==> config.mk <==
export PLATFORM = sky130hd
export DESIGN_NAME = qenc_counter
export DESIGN_NICKNAME = d
export VERILOG_FILES = /design/src/rtl/qenc_pkg.sv /design/src/rtl/qenc_rst_sync.sv /design/src/rtl/qenc_sync.sv /design/src/rtl/qenc_chan.sv /design/src/rtl/qenc_counter.sv
export SDC_FILE = /design/constraint.sdc
export NUM_CORES = 1
export LEC_CHECK = 0
export BUFFER_PORTS_ARGS = -buffer_cell sky130_fd_sc_hd__clkbuf_2
export CAP_MARGIN = 15
export CORE_UTILIZATION = 55
export CTS_BUF_LIST = sky130_fd_sc_hd__clkbuf_16
export DETAILED_ROUTE_END_ITERATION = 12
export HOLD_SLACK_MARGIN = 0.08
export PLACE_DENSITY_LB_ADDON = 0.12
export SLEW_MARGIN = 10
export SYNTH_ARGS = -nofsm -noshare
export SYNTH_HDL_FRONTEND = slang
export SYNTH_SLANG_ARGS = --single-unit
==> constraint.sdc <==
create_clock -name clk_i -period 6.8 [get_ports clk_i]
set_clock_uncertainty 0.15 [all_clocks]
set_input_delay 0.34 -clock clk_i [delete_from_list [all_inputs] [get_ports clk_i]]
set_output_delay 0.34 -clock clk_i [all_outputs]
set_load 0.01 [all_outputs]
==> src/rtl/qenc_pkg.sv <==
package qenc_pkg;

  typedef enum logic [1:0] {
    STEP_HOLD = 2'd0,
    STEP_UP   = 2'd1,
    STEP_DOWN = 2'd2
  } step_e;

  // Step choice for one channel: a counted edge uses the phase B snapshot.
  function automatic step_e step_pick(input logic rise, input logic armed,
                                      input logic b_snap);
    if (rise && armed) return b_snap ? STEP_UP : STEP_DOWN;
    return STEP_HOLD;
  endfunction

endpackage

==> src/rtl/qenc_rst_sync.sv <==
module qenc_rst_sync (
  input  logic clk_i,
  input  logic rst_ni,
  output logic rst_no
);
  logic [1:0] stage_q;

  always_ff @(posedge clk_i or negedge rst_ni) begin
    if (!rst_ni) stage_q <= 2'b00;
    else         stage_q <= {stage_q[0], 1'b1};
  end

  assign rst_no = stage_q[1];
endmodule

==> src/rtl/qenc_sync.sv <==
module qenc_sync #(
  parameter int unsigned WIDTH = 4
) (
  input  logic             clk_i,
  input  logic             rst_ni,
  input  logic [WIDTH-1:0] d_i,
  output logic [WIDTH-1:0] q_o
);
  logic [WIDTH-1:0] meta_q;
  logic [WIDTH-1:0] sync_q;

  always_ff @(posedge clk_i or negedge rst_ni) begin
    if (!rst_ni) begin
      meta_q <= '0;
      sync_q <= '0;
    end else begin
      meta_q <= d_i;
      sync_q <= meta_q;
    end
  end

  assign q_o = sync_q;
endmodule

==> src/rtl/qenc_chan.sv <==
module qenc_chan
  import qenc_pkg::*;
#(
  parameter int unsigned COUNT_W = 16
) (
  input  logic               clk_i,
  input  logic               rst_ni,
  input  logic               clr_i,
  input  logic               a_sync_i,
  input  logic               b_snap_i,
  output logic [COUNT_W-1:0] count_o
);
  localparam logic [COUNT_W-1:0] ONE = COUNT_W'(1);

  logic               a_prev_q;
  logic               armed_q, armed_d;
  logic [COUNT_W-1:0] count_q, count_d;
  logic               rise, fall;
  step_e              step;

  // Edge detection on the synchronized phase A
  assign rise = a_sync_i & ~a_prev_q;
  assign fall = ~a_sync_i & a_prev_q;
  assign step = step_pick(rise, armed_q, b_snap_i);

  // Next-state logic
  always_comb begin
    count_d = count_q;
    armed_d = armed_q;
    if (clr_i) begin
      count_d = '0;
      armed_d = 1'b1;
    end else begin
      unique case (step)
        STEP_UP:   count_d = count_q + ONE;
        STEP_DOWN: count_d = count_q - ONE;
        default:   count_d = count_q;
      endcase
      if (step != STEP_HOLD) armed_d = 1'b0;
      else if (fall)         armed_d = 1'b1;
    end
  end

  // Registers
  always_ff @(posedge clk_i or negedge rst_ni) begin
    if (!rst_ni) begin
      a_prev_q <= 1'b0;
      armed_q  <= 1'b1;
      count_q  <= '0;
    end else begin
      a_prev_q <= a_sync_i;
      armed_q  <= armed_d;
      count_q  <= count_d;
    end
  end

  assign count_o = count_q;

  // Assertions
  p_up_r1: assert property (@(posedge clk_i) disable iff (!rst_ni)
    (rise && armed_q && !clr_i && b_snap_i) |=> (count_q == $past(count_q) + ONE));

  p_down_r2: assert property (@(posedge clk_i) disable iff (!rst_ni)
    (rise && armed_q && !clr_i && !b_snap_i) |=> (count_q == $past(count_q) - ONE));

  p_hold_r4: assert property (@(posedge clk_i) disable iff (!rst_ni)
    (!rise && !clr_i) |=> $stable(count_q));

  p_disarm_r4: assert property (@(posedge clk_i) disable iff (!rst_ni)
    (rise && armed_q && !clr_i) |=> !armed_q);

  p_clear_r7: assert property (@(posedge clk_i) disable iff (!rst_ni)
    clr_i |=> (count_q == '0 && armed_q));

endmodule

==> src/rtl/qenc_counter.sv <==
module qenc_counter #(
  parameter int unsigned CHANNELS = 4,
  parameter int unsigned COUNT_W  = 16
) (
  input  logic                              clk_i,
  input  logic                              rst_ni,
  input  logic                              clr_i,
  input  logic [CHANNELS-1:0]               enc_a_i,
  input  logic [CHANNELS-1:0]               enc_b_i,
  output logic [CHANNELS-1:0][COUNT_W-1:0]  count_o
);
  logic                rst_n;
  logic [CHANNELS-1:0] a_sync;
  logic [CHANNELS-1:0] b_snap;

  qenc_rst_sync u_rst (
    .clk_i  (clk_i),
    .rst_ni (rst_ni),
    .rst_no (rst_n)
  );

  qenc_sync #(.WIDTH(CHANNELS)) u_sync_a (
    .clk_i  (clk_i),
    .rst_ni (rst_n),
    .d_i    (enc_a_i),
    .q_o    (a_sync)
  );

  // One shared phase B vector: every channel reads it in the same cycle.
  qenc_sync #(.WIDTH(CHANNELS)) u_sync_b (
    .clk_i  (clk_i),
    .rst_ni (rst_n),
    .d_i    (enc_b_i),
    .q_o    (b_snap)
  );

  for (genvar c = 0; c < CHANNELS; c++) begin : g_chan
    qenc_chan #(.COUNT_W(COUNT_W)) u_chan (
      .clk_i    (clk_i),
      .rst_ni   (rst_n),
      .clr_i    (clr_i),
      .a_sync_i (a_sync[c]),
      .b_snap_i (b_snap[c]),
      .count_o  (count_o[c])
    );
  end

  p_reset_r8: assert property (@(posedge clk_i)
    $rose(rst_n) |-> (count_o == '0));

endmodule

### Word level (Yosys, flattened, before mapping)

Index checks and enable logic that the tools add are counted.

| storage, ports and cells | value |
|---|---|
| register bits | 90 |
| input port bits | 11 |

| operators by class | value |
|---|---|
| add/sub/neg operators | 8 |
| equality and inequality tests | 8 |
| multiplexer cells | 36 |
| bitwise logic cells | 16 |
| reduce and logical (&&, ||, !) cells | 16 |

Operators by type and width:

| cell | count |
|---|---|
| $pmux W16 S2 | 4 |
| $add A16 B1 Y16 const B | 4 |
| $mux W16 | 4 |
| $sub A16 B1 Y16 const B | 4 |
| $mux W2 | 12 |
| $reduce_bool A3 Y1 | 8 |
| $mux W1 | 16 |
| $and A1 B1 Y1 | 8 |
| $eq A2 B1 Y1 const B | 4 |
| $eq A2 B2 Y1 const B | 4 |
| $not A1 Y1 | 8 |
| $reduce_bool A2 Y1 | 4 |
| $logic_and A1 B1 Y1 | 4 |

### Logic depth before layout (Yosys ltp)

Gate-level depths: netlist of the first run.

| depth | value |
|---|---|
| depth in word-level cells | 8 |
| depth in mapped cells | 15 |

### Hierarchy

A second synthesis of the first run with hierarchy kept.

| second synthesis, totals | value |
|---|---|
| cells, all modules | 715 |
| area, all modules | 6309.8 um^2 |

By module, submodules not included:

| module | times used | cells an instance | area each (um^2) |
|---|---|---|---|
| qenc_chan at g_chan[0].u_chan ... | 2 | 171 | 1481.4 |
| qenc_chan at g_chan[2].u_chan ... | 2 | 177 | 1446.4 |
| qenc_sync | 2 | 8 | 200.2 |
| qenc_rst_sync | 1 | 3 | 53.8 |

### Least setup slack after synthesis of the first run

No wires, ideal clock.

| path | value |
|---|---|
| path type | flip-flop to flip-flop |
| start point | register g_chan[3].u_chan.a_prev_q |
| end point | register g_chan[3].u_chan.count_q[15] |
| setup time | 125 ps |
| arrival time | 2920 ps |
| required time | 6525 ps |
| setup slack | 3606 ps |
| cell stages (with the launch flop) | 15 |
| period minus slack after synthesis | 3194 ps |
| cell sequence | dfrtp_1 > nor2_1 > and2_1 > clkbuf_1 > nand2b_1 > inv_1 > ha_1 > buf_2 > a21oi_1 > nand3_1 > a21oi_1 > o31ai_1 > o31a_1 > mux2i_1 > mux2_2 |

| between the ends | value |
|---|---|
| longest elaborated chain between the ends | 8 |
| elaborated cells on any way between the ends | 10 |
| those cells by class | 2 x eq/ne; 4 x mux; 2 x bitwise; 2 x reduce/logical |

RTL lines:

| element | RTL line | source |
|---|---|---|
| from (decl) | qenc_chan.sv:15 | `logic a_prev_q;` |
| from (signal assigned) | qenc_chan.sv:51 | `a_prev_q <= a_sync_i;` |
| $not A1 Y1 (*) | qenc_chan.sv:22 | `assign rise = a_sync_i & ~a_prev_q;` |
| $and A1 B1 Y1 (*) | qenc_chan.sv:22 |  |
| $logic_and A1 B1 Y1 (*) | qenc_pkg.sv:12 | `if (rise && armed) return b_snap ? STEP_UP : STEP_DOWN;` |
| $mux W1 (*) | qenc_pkg.sv:12 |  |
| $mux W2 (*) | qenc_pkg.sv:13 | `return STEP_HOLD;` |
| $eq A2 B2 Y1 / $eq A2 B1 Y1 (equally long branches) | qenc_chan.sv:34 | `unique case (step)` |
| $pmux W16 S2 | qenc_chan.sv:34 |  |
| $mux W16 | qenc_chan.sv:30 | `if (clr_i) begin` |
| to (signal assigned) | qenc_chan.sv:53 | `count_q <= count_d;` |
| to (decl) | qenc_chan.sv:17 | `logic [COUNT_W-1:0] count_q, count_d;` |

Mark *: on every way between the ends. The rest lies on a longest branch, timed or not.
A chain may end at the register's enable or synchronous reset.

### Worst setup path in the final report of the first run

| path | value |
|---|---|
| start point | register u_sync_a.sync_q[1] (netlist: u_sync_a.q_o[1]) |
| end point | register g_chan[1].u_chan.count_q[14] |

| between the ends | value |
|---|---|
| longest elaborated chain between the ends | 7 |
| elaborated cells on any way between the ends | 9 |
| those cells by class | 2 x eq/ne; 4 x mux; 1 x bitwise; 2 x reduce/logical |

RTL lines:

| element | RTL line | source |
|---|---|---|
| from (decl) | qenc_sync.sv:10 | `logic [WIDTH-1:0] sync_q;` |
| from (signal assigned) | qenc_sync.sv:18 | `sync_q <= meta_q;` |
| $and A1 B1 Y1 (*) | qenc_chan.sv:22 |  |
| $logic_and A1 B1 Y1 (*) | qenc_pkg.sv:12 |  |
| $mux W1 (*) | qenc_pkg.sv:12 |  |
| $mux W2 (*) | qenc_pkg.sv:13 |  |
| $eq A2 B2 Y1 / $eq A2 B1 Y1 (equally long branches) | qenc_chan.sv:34 |  |
| $pmux W16 S2 | qenc_chan.sv:34 |  |
| $mux W16 | qenc_chan.sv:30 |  |
| to (signal assigned) | qenc_chan.sv:53 |  |
| to (decl) | qenc_chan.sv:17 |  |

Marks and branches as above.

==> impl_results.md, run 1 <==
- Seq pwr share: 47.2%
- CP Max Fanout: 14
- Clk pwr share: between 30% and 40%
- Slew Limit Fails: 0
- Critical path capture point type: register
- # hold bufs at CTS: 9
- Diodes inserted: 0
- Max-Cap Viols: 0
- RSZ-0062 raised after global routing: false
- Clk slew on worst S/H paths: 0.06 ns
- Post-DP Area: about 6500 um^2
- Skew-Pair Late Insertion Delay: 0.34 ns
- Synth Flop Type: dfrtp_1
- Clock root cell: clkbuf_16
- IR drop worst, VDD: 0.1580 mV
- Starting Density: 56.29%
- Post-synth top area cell: dfrtp_1
- Slowest CP cell: and2_1
- Fin nets: 837
- Leakage: 0.003455 uW
- Critical path class: register to register
- Int Power: 895.8 uW
- Worst Max-Slew Pin Slew: 1.022 ns
- All-Layer GR Usage: 25.60%
- Wire length on met2: 6738 um
- DRC viols: 0
- DR WL met3: 507 um
- P per Cell Area: approximately 180 nW/um^2
- Hold Path Class: register to async pin
- Largest net degree at the start of global routing: 71
- CTS sink count: 90
- Core area: 10790 um^2
- Setup TNS: 0 ns
- Syn_area_per_cell: 8.705 um^2
- FF-to-FF End: g_chan[1].u_chan.count_o[14]$_DFFE_PN0P_
- Status: finished clean
- CTS max path bufs: 2
- Grt ovf: 0
- Net Sw Frac: 26.81%
- Synth unique cells: 59
- H-tree Lvls: 3
- Fmax: between 200 and 300 MHz
- Vias per cell: ~6.0
- Setup bufs post-CTS: 0
- Resized Gates After CTS: 0
- Share of the synthesized area in the top cell type: a little over a third
- Finished layout cell area: between 6000 and 7000 um^2
- Layout cells sized above 1: roughly 13%
- Post-DP HPWL: 9487 um
- WL final: 13770 um
- Post-synth EDFFs: 0
- Final min period: 3.783 ns
- WP data arrival: 3.91 ns
- Initial antenna violation count: 0
- Initial DRT Pass Iterations: 4
- Worst R2R Start: u_sync_a.q_o[1]$_DFF_PN0_
- DP Worst Slack: 3.013 ns
- M1 WL: roughly 6300 um
- Setup slack, reg-to-reg: 3.02 ns
- Relative slew slack: around a third
- Post-DRT Antenna Nets: 0
- Syn Inst Count: between 600 and 700
- Vias: 5422
- Kind of cell adding the most delay to the critical path: simple AND/OR/NAND/NOR gates
- CTS tree: built
- Die height: around 110 um
- Synthesis-to-finish area growth: 13.34%
- Final setup margin: between 3 and 4 ns
- Syn Std Cell Area: 6076 um^2
- Most frequent cell after synthesis: dfrtp_1
- Highest metal used: met4
- Combinational share of power: 13.4%
- Total die area: between 10000 and 15000 um^2
- Sequential fraction of the synthesis area: 37.15%
- FF-to-FF path depth: 13
- Horiz. Die Dim: 107.1 um
- First-pass GRT wire length: 23580 um
- FFs w/ async S/R, synth: 100.0%
- Layout fillers: 950
- Row cnt: 38
- Most common library cells after synthesis: 86 x dfrtp_1, 83 x nand2_1, 73 x a21oi_1
- Net switching power: 328.1 uW
- Vias in the first global route: slightly above 5000
- Slowest Stage Delay on Critical Path: 0.49 ns
- Syn. warnings: 0
- Port bufs: 74
- Seq cells post-synth: 90
- Ranking of synthesized cells by area: dfrtp_1 35%, ha_1 12%, a21oi_1 6.0%
- Final Hold Violating Endpoints: 0
- TritonCTS Buffers: 9
- Cells along the critical path: inv_1 -> nor2_1 -> and2_1 -> nand2b_1 -> inv_1 -> ha_1 -> nor2b_1 -> o21a_1 -> o21ai_1 -> nand2b_1 -> o31a_1 -> or4_1 -> nand3_1
- Endpoints failing setup: 0
- First DRT Iteration DRCs: 299
- Startpoint Class: register
- GPL Wtd Cong: 0.8903
- WL/cell: between 15 and 20 um
- Boundary Pins: 75
- WP buf/inv: 2
- Critical path required time: 6.92 ns
- Hold_ws: 0.08921 ns
- Final Cycle Share: 55.63%
- Final Power: around 1200 uW
- Syn nets: 769
-- kinds of logic (layout without fill, tap and decap cells) --
group                    after synthesis  count (layout)  synth area share, %
AO/OA/AOI/OAI                        204             204                21.19
XOR/XNOR                              36              36                5.189
adder cells (fa/ha/maj)               60              60                12.85
buffers and inverters                 52             125                3.521
flip-flops                            90              90                37.15
multiplexers                           3               3               0.5148
other                                  1               1              0.06172
AND/OR/NAND/NOR                      252             252                19.52
-- metrics by stage --
step / util, % / cells
CTS: 63.81 / 911
finish: 63.81 / 911
floorplan: - / 698
global placement: 60.38 / 886
global route: 63.81 / 911
detailed placement: 60.38 / 886
-- sequential cells by signal, indices dropped and copies added, names as in the netlist --
| signal | cells |
|---|---|
| g_chan.u_chan.count_o | 64 |
| u_sync_b.q_o | 4 |
| u_rst.stage_q | 2 |
| u_sync_a.meta_q | 4 |
| g_chan.u_chan.a_prev_q | 4 |
| u_sync_a.q_o | 4 |
| g_chan.u_chan.armed_q | 4 |
| u_sync_b.meta_q | 4 |
-- worst register-to-register path, cell delays in order (launching register included) --
cell and delay [ns]:
dfrtp_1 0.34, inv_1 0.05, nor2_1 0.17, and2_1 0.49, nand2b_1 0.19, inv_1 0.42, ha_1 0.37, nor2b_1 0.17
o21a_1 0.17, o21ai_1 0.22, nand2b_1 0.14, o31a_1 0.28, or4_1 0.48, nand3_1 0.08
-- power by group through the flow --
stage	clock, uW	combinational (uW)	sequential [uW]
floorplan	0	107	594
global placement	0	153	587
detailed placement	0	159	588
CTS	495	164	578
global route	515	185	581
finish	482	163	578
-- worst max path at each step --
stage	startpoint	to	slack (ns)	cells past startpoint
after floorplan	g_chan[3].u_chan.a_prev_q$_DFF_PN0_	g_chan[3].u_chan.count_o[15]$_DFFE_PN0P_	3.61	14
after global placement	u_sync_a.q_o[0]$_DFF_PN0_	g_chan[0].u_chan.count_o[13]$_DFFE_PN0P_	3.10	13
after detailed placement	g_chan[3].u_chan.a_prev_q$_DFF_PN0_	g_chan[3].u_chan.count_o[15]$_DFFE_PN0P_	3.01	12
after CTS	g_chan[3].u_chan.a_prev_q$_DFF_PN0_	g_chan[3].u_chan.count_o[15]$_DFFE_PN0P_	2.99	12
after global routing	u_sync_a.q_o[1]$_DFF_PN0_	g_chan[1].u_chan.count_o[12]$_DFFE_PN0P_	2.69	13
final	u_sync_a.q_o[1]$_DFF_PN0_	g_chan[1].u_chan.count_o[14]$_DFFE_PN0P_	3.02	13
-- cell usage in the layout, fill, tap and decap left out, types with 10 or more instances in the layout --
| cell | Yosys | routed |
|---|---|---|
| dfrtp_1 | 86 | 85 |
| o21a_1 | 11 | 11 |
| nand2_1 | 83 | 83 |
| inv_1 | 24 | 27 |
| xor2_1 | 17 | 17 |
| nor3_1 | 15 | 15 |
| nor2_1 | 56 | 56 |
| ha_1 | 56 | 56 |
| a31oi_1 | 10 | 10 |
| o21ai_0 | 28 | 28 |
| xnor2_1 | 19 | 19 |
| clkbuf_2 | 1 | 74 |
| a21oi_1 | 73 | 73 |
| a21o_1 | 23 | 23 |
| a211oi_1 | 12 | 12 |
| nand3_1 | 42 | 42 |
-- area by class of cell --
cell class	instances	area, um^2	area share [%]
Tap cell	140	175.2	2.544
Timing Repair Buffer	85	475.5	6.904
Sequential cell	90	2261	32.83
Clock inverter	7	55.05	0.7994
Inverter	24	90.09	1.308
Clock buffer	9	225.2	3.270
Multi-Input combinational cell	556	3605	52.34
-- metal layers --
layer / GRT usage [%] / up-vias
met3: 3.465 / 21
met4: 10.27 / 0
met2: 43.18 / 122
met5: 0 / -
met1: 33.15 / 2599
li1: - / 2680
(Power assumes the default switching activity.)
==> inputs of run 2 (changes only) <==
CORE_UTILIZATION = 53   (was 55)
clock period = 3 ns   (was 6.8 ns; I/O delays follow)
==> impl_results.md, run 2 (synthesis results as in run 1) <==
- Hold Path Class: input pin to register
- Fmax: 331.9 MHz
- Total die area: 11900 um^2
- Vias per cell: 5.969
- Leakage: 0.003784 uW
- Status: finished, violations left
- WL/cell: approximately 17 um
- Diodes inserted: 0
- WP data arrival: 3.15 ns
- Skew-Pair Late Insertion Delay: 0.35 ns
- CTS sink count: 90
- First DRT Iteration DRCs: 365
- Hold path depth: 3
- Post-DP Area: 6797 um^2
- Grt ovf: 0
- Worst R2R Start: u_sync_a.q_o[1]$_DFF_PN0_
- RSZ-0062 raised after global routing: true
- Max reg flops: 64
- FF-to-FF path depth: 13
- Final min period: ~3.0 ns
- Failing checks: setup timing
- Most frequent cells in the layout: 85 x dfrtp_1, 81 x nand2_1, 74 x clkbuf_2
- Row cnt: 38
- Horiz. Die Dim: 109.1 um
- Layout cells sized above 1: 28.74%
- Final Cycle Share: 100.4%
- FF-to-FF End: g_chan[1].u_chan.count_o[14]$_DFFE_PN0P_
- Max-Cap Viols: 0
- Setup TNS: -0.01861 ns
- First-pass GRT wire length: 24570 um
- Post-DRT Antenna Nets: 0
- Relative slew slack: between 40% and 50%
- Layout fillers: 804
- Final Util: about 73%
- Initial DRT Pass Iterations: 5
- Finished layout cell area: 7965 um^2
- Initial antenna violation count: 0
- Fin nets: ~900
- H-tree Lvls: 3
- CP Max Fanout: 4
- Port bufs: 74
- Critical path class: register to register
- Slew Limit Fails: 0
- Largest net degree at the start of global routing: 71
- Most common cell after layout, fill and taps aside: dfrtp_1
- TritonCTS Buffers: 9
- Starting Density: 55.32%
- Synthesis-to-finish area growth: 31.10%
- Clk slew on worst S/H paths: 0.07 ns
- P per Cell Area: about 380 nW/um^2
- Critical path capture point type: register
- Worst Hold Launch: clr_i
- Final setup margin: -0.01264 ns
- All-Layer GR Usage: 26.24%
- Post-DP HPWL: 10130 um
- Endpoints failing setup: 2
- WL final: 16540 um
- Die height: 109.1 um
- Vias: 5820
- Boundary Pins: 75
- CTS tree: built
- GPL Wtd Cong: 0.9090
- Vias in the first global route: 5394
- Layout Cells excl Fill: 975
- Core area: 10980 um^2
- Critical path required time: 3.14 ns
- Worst Max-Slew Pin Slew: 0.8657 ns
- Setup slack, reg-to-reg: -0.01 ns
- Placed instance count: slightly above 900
- CTS max path bufs: 2
- DRC viols: 0
- IR drop worst, VDD: 0.2855 mV
- Startpoint Class: register
- Clock root cell: clkbuf_16
- WHS Endpoint: g_chan[3].u_chan.count_o[4]$_DFFE_PN0P_
- Final Hold Violating Endpoints: 0
==> run 2: cell types whose count changed in the layout (fill, tap and decap cells not counted), sizes merged <==
cell,delta
buf,+60
clkinv,-2
clkinvlp,+5
dlygate4sd3,+2
inv,-1
==> run 2: metal layers <==
layer	vias up	track usage, %	wire, um
met5	-	0	0
met4	0	10.91	396
li1	2800	-	-
met3	36	3.706	820
met1	2779	33.77	7047
met2	205	44.07	8275
==> run 2: layout make-up <==
type,count,area (um^2),area share (%)
sequential,90,2261,28.39
timing repair buffer,147,1022,12.83
inverter,24,108.9,1.367
timing repair inverter,2,15.01,0.1885
clock buffer,9,225.2,2.828
tap,140,175.2,2.199
multi-input combinational,556,4073,51.13
clock inverter,7,85.08,1.068
==> run 2: how the worst max path moves through the flow <==
stage | slack [ns] | depth (start not counted) | end | start
6_report | -0.01 | 13 | g_chan[1].u_chan.count_o[14]$_DFFE_PN0P_ | u_sync_a.q_o[1]$_DFF_PN0_
5_1_grt | -0.11 | 15 | g_chan[1].u_chan.count_o[15]$_DFFE_PN0P_ | u_sync_a.q_o[1]$_DFF_PN0_
4_1_cts | 0.002 | 13 | g_chan[3].u_chan.count_o[15]$_DFFE_PN0P_ | g_chan[3].u_chan.a_prev_q$_DFF_PN0_
3_5_place_dp | -0.19 | 14 | g_chan[1].u_chan.count_o[10]$_DFFE_PN0P_ | u_sync_a.q_o[1]$_DFF_PN0_
3_3_place_gp | -0.06 | 11 | g_chan[1].u_chan.count_o[14]$_DFFE_PN0P_ | g_chan[1].u_chan.armed_q$_DFFE_PN1P_
2_1_floorplan | -0.07 | 14 | g_chan[3].u_chan.count_o[15]$_DFFE_PN0P_ | g_chan[3].u_chan.a_prev_q$_DFF_PN0_
==> run 2: repair_timing <==
action / CTS / global route
cloned: 1 / 1
setup endpoints to repair: 11 / 26
pin swaps: 2 / 37
hold buffers: 11 / 0
resized for setup: 13 / 91
setup buffers: 5 / 21
endpoints found under the hold margin: 28 / 0
==> run 2: power breakdown <==
part           switching [uW]  internal (uW)  total, uW
clock network             548            663       1210
registers                47.3           1260       1310
logic                     280            202        483
==> run 2: metrics by stage <==
stage               setup WS, ns  total power, uW  hold slack, ns
floorplan               -0.07378             1589         -0.2956
finish                  -0.01264             3003          0.1500
detailed placement       -0.1912             1730         -0.2124
global placement        -0.05708             1714         -0.2134
global route             -0.1075             3124          0.1625
CTS                     0.002044             2959          0.1373
==> run 2: critical path, stage by stage (launching register included) <==
cell and delay (ns):
dfrtp_1 0.40, inv_2 0.07, nor2_2 0.04, and2_4 0.14, nand2b_4 0.10, clkinvlp_4 0.18, ha_4 0.29, nor2b_4 0.13
o21a_1 0.20, o21ai_2 0.22, nand2b_1 0.10, o31a_1 0.33, or4_4 0.51, nand3_2 0.08
==> inputs of run 3 (changes only) <==
CELL_PAD_IN_SITES_DETAIL_PLACEMENT = 0   (was unset)
CELL_PAD_IN_SITES_GLOBAL_PLACEMENT = 1   (was unset)
CORE_MARGIN = 2   (was unset)
CORE_UTILIZATION = 40   (was 53)
==> impl_results.md, run 3 (synthesis results as in run 1) <==
- First DRT Iteration DRCs: 200
- Most frequent cells in the layout: 85 x dfrtp_1, 83 x nand2_1, 74 x clkbuf_2
- Fmax: 345.7 MHz
- FF-to-FF path depth: 13
- CTS sink count: 90
- Die height: 127.2 um
- Total die area: roughly 16000 um^2
- Setup slack, reg-to-reg: 0.11 ns
- CP Max Fanout: 8
- Hold_ws: 0.1985 ns
- Clk pwr share: 42.8%
- Fin nets: slightly below 900
- Max-Cap Viols: 0
- Final Power: 3086 uW
- WL final: 15810 um
- Relative slew slack: 46.51%
- Clock root cell: clkbuf_16
- Seq pwr share: a little over two fifths
- DRC viols: 0
- Critical path class: register to register
- DP Worst Slack: -0.1025 ns
- Critical path required time: 3.09 ns
- Layout fillers: 1422
- FF/Latch Area: ~2300 um^2
- Net Sw Frac: a little over a quarter
- Boundary Pins: 75
- WHS Endpoint: u_sync_a.q_o[1]$_DFF_PN0_
- Final Cycle Share: 96.43%
- Max reg flops: 64
- Int Power: between 2000 and 2500 uW
- Hold path depth: 0
- Endpoints failing setup: 0
- Leakage: 0.003763 uW
- Final Hold Violating Endpoints: 0
- First-pass GRT wire length: approximately 25000 um
- Layout cells sized above 1: 26.06%
- Synthesis-to-finish area growth: 28.52%
- H-tree Lvls: 3
- Critical path capture point type: register
- TritonCTS Buffers: 9
- Vias: between 5000 and 6000
- Clk slew on worst S/H paths: approximately 0.07 ns
- Skew-Pair Late Insertion Delay: between 0.3 and 0.4 ns
- Multi-input logic area: between 3000 and 4000 um^2
- Starting Density: between 40% and 50%
- IR drop worst, VDD: 0.2979 mV
- Most common cell after layout, fill and taps aside: dfrtp_1
- Core area: about 15000 um^2
- Worst R2R Start: u_sync_a.q_o[3]$_DFF_PN0_
- Vias in the first global route: 5341
- Startpoint Class: register
- Initial DRT Pass Iterations: 4
- Initial antenna violation count: 0
- Grt ovf: 0
- Hold Path Class: register to register
- Worst Max-Slew Pin Slew: 0.8023 ns
- Diodes inserted: 0
- FF-to-FF End: g_chan[3].u_chan.count_o[15]$_DFFE_PN0P_
- Port bufs: 74
- Layout Cells excl Fill: 1017
- Post-DP HPWL: 10710 um
- Final min period: 2.893 ns
- Net switching power: 819.1 uW
- WL/cell: 15.55 um
- Post-DRT Antenna Nets: 0
- Row cnt: 45
- WP data arrival: ~3.0 ns
- P per Cell Area: ~400 nW/um^2
- All-Layer GR Usage: 19.18%
- Final setup margin: roughly 0.11 ns
- Horiz. Die Dim: 127.2 um
- Slew Limit Fails: 0
- Worst Hold Launch: u_sync_a.meta_q[1]$_DFF_PN0_
- Largest net degree at the start of global routing: 70
- CTS tree: built
- Status: finished clean
- Placed instance count: just under 1000
- GPL Wtd Cong: 0.8580
- Combinational share of power: approximately 14%
- CTS max path bufs: 2
- Vias per cell: 5.566
==> run 3: metrics by stage <==
step                      utilization, %  setup TNS (ns)  instance area, um^2
after floorplan                        -        -0.07378                 6076
after global placement             46.03        -0.04671                 6919
after detailed placement           46.03         -0.4690                 6919
after CTS                          49.05               0                 7373
after global routing               51.94       -0.001116                 7809
final                              51.94               0                 7809
==> run 3: layout make-up <==
type	instances	area share, %
Clock inverter	7	1.506
Timing Repair Buffer	141	11.97
Sequential cell	90	28.95
Inverter	24	1.378
Clock buffer	9	2.884
Tap cell	188	3.012
Timing Repair inverter	2	0.1923
Multi-Input combinational cell	556	50.10
==> run 3: what timing repair did <==
item                                   CTS  global route
setup buffers                            0            11
gates cloned                             0             2
setup endpoints to repair               10            26
pin swaps                                0            21
gates resized for setup                  4            70
endpoints found under the hold margin   10             0
hold buffers                            10             0
==> run 3: per-layer routing <==
layer  share of wire [%]  global-route usage [%]  vias to the layer above
met3                 2.6                   2.973                       26
met1                  46                   25.00                     2756
met2                  49                   32.26                       88
li1                    -                       -                     2791
met5                   0                       0                        -
met4                 2.3                   7.434                        0
==> run 3: worst max path at each step <==
stage | end | depth (start not counted) | from | slack [ns]
2_1_floorplan | g_chan[3].u_chan.count_o[15]$_DFFE_PN0P_ | 14 | g_chan[3].u_chan.a_prev_q$_DFF_PN0_ | -0.07
3_3_place_gp | g_chan[3].u_chan.count_o[15]$_DFFE_PN0P_ | 12 | g_chan[3].u_chan.a_prev_q$_DFF_PN0_ | -0.03
3_5_place_dp | g_chan[1].u_chan.count_o[12]$_DFFE_PN0P_ | 13 | u_sync_a.q_o[1]$_DFF_PN0_ | -0.10
4_1_cts | g_chan[3].u_chan.count_o[15]$_DFFE_PN0P_ | 13 | u_sync_a.q_o[3]$_DFF_PN0_ | 0.0008
5_1_grt | g_chan[3].u_chan.count_o[15]$_DFFE_PN0P_ | 14 | u_sync_a.q_o[3]$_DFF_PN0_ | -0.001
6_report | g_chan[3].u_chan.count_o[15]$_DFFE_PN0P_ | 13 | u_sync_a.q_o[3]$_DFF_PN0_ | 0.11
==> run 3: critical path, stage by stage (launching register included) <==
cell and delay [ns]:
dfrtp_1 0.39, inv_2 0.07, nor2_2 0.04, and2_4 0.16, nand2b_4 0.09, inv_8 0.05, buf_4 0.12, ha_1 0.27
or3_1 0.37, o211ai_1 0.11, o31ai_2 0.12, o31a_1 0.32, mux2i_1 0.17, mux2_2 0.35
==> run 3: power by group through the flow <==
stage | combinational [uW] | clock [uW] | sequential, uW
2_1_floorplan | 244 | 0 | 1350
3_3_place_gp | 383 | 0 | 1340
3_5_place_dp | 391 | 0 | 1340
4_1_cts | 404 | 1360 | 1320
5_1_grt | 492 | 1410 | 1330
6_report | 441 | 1320 | 1320
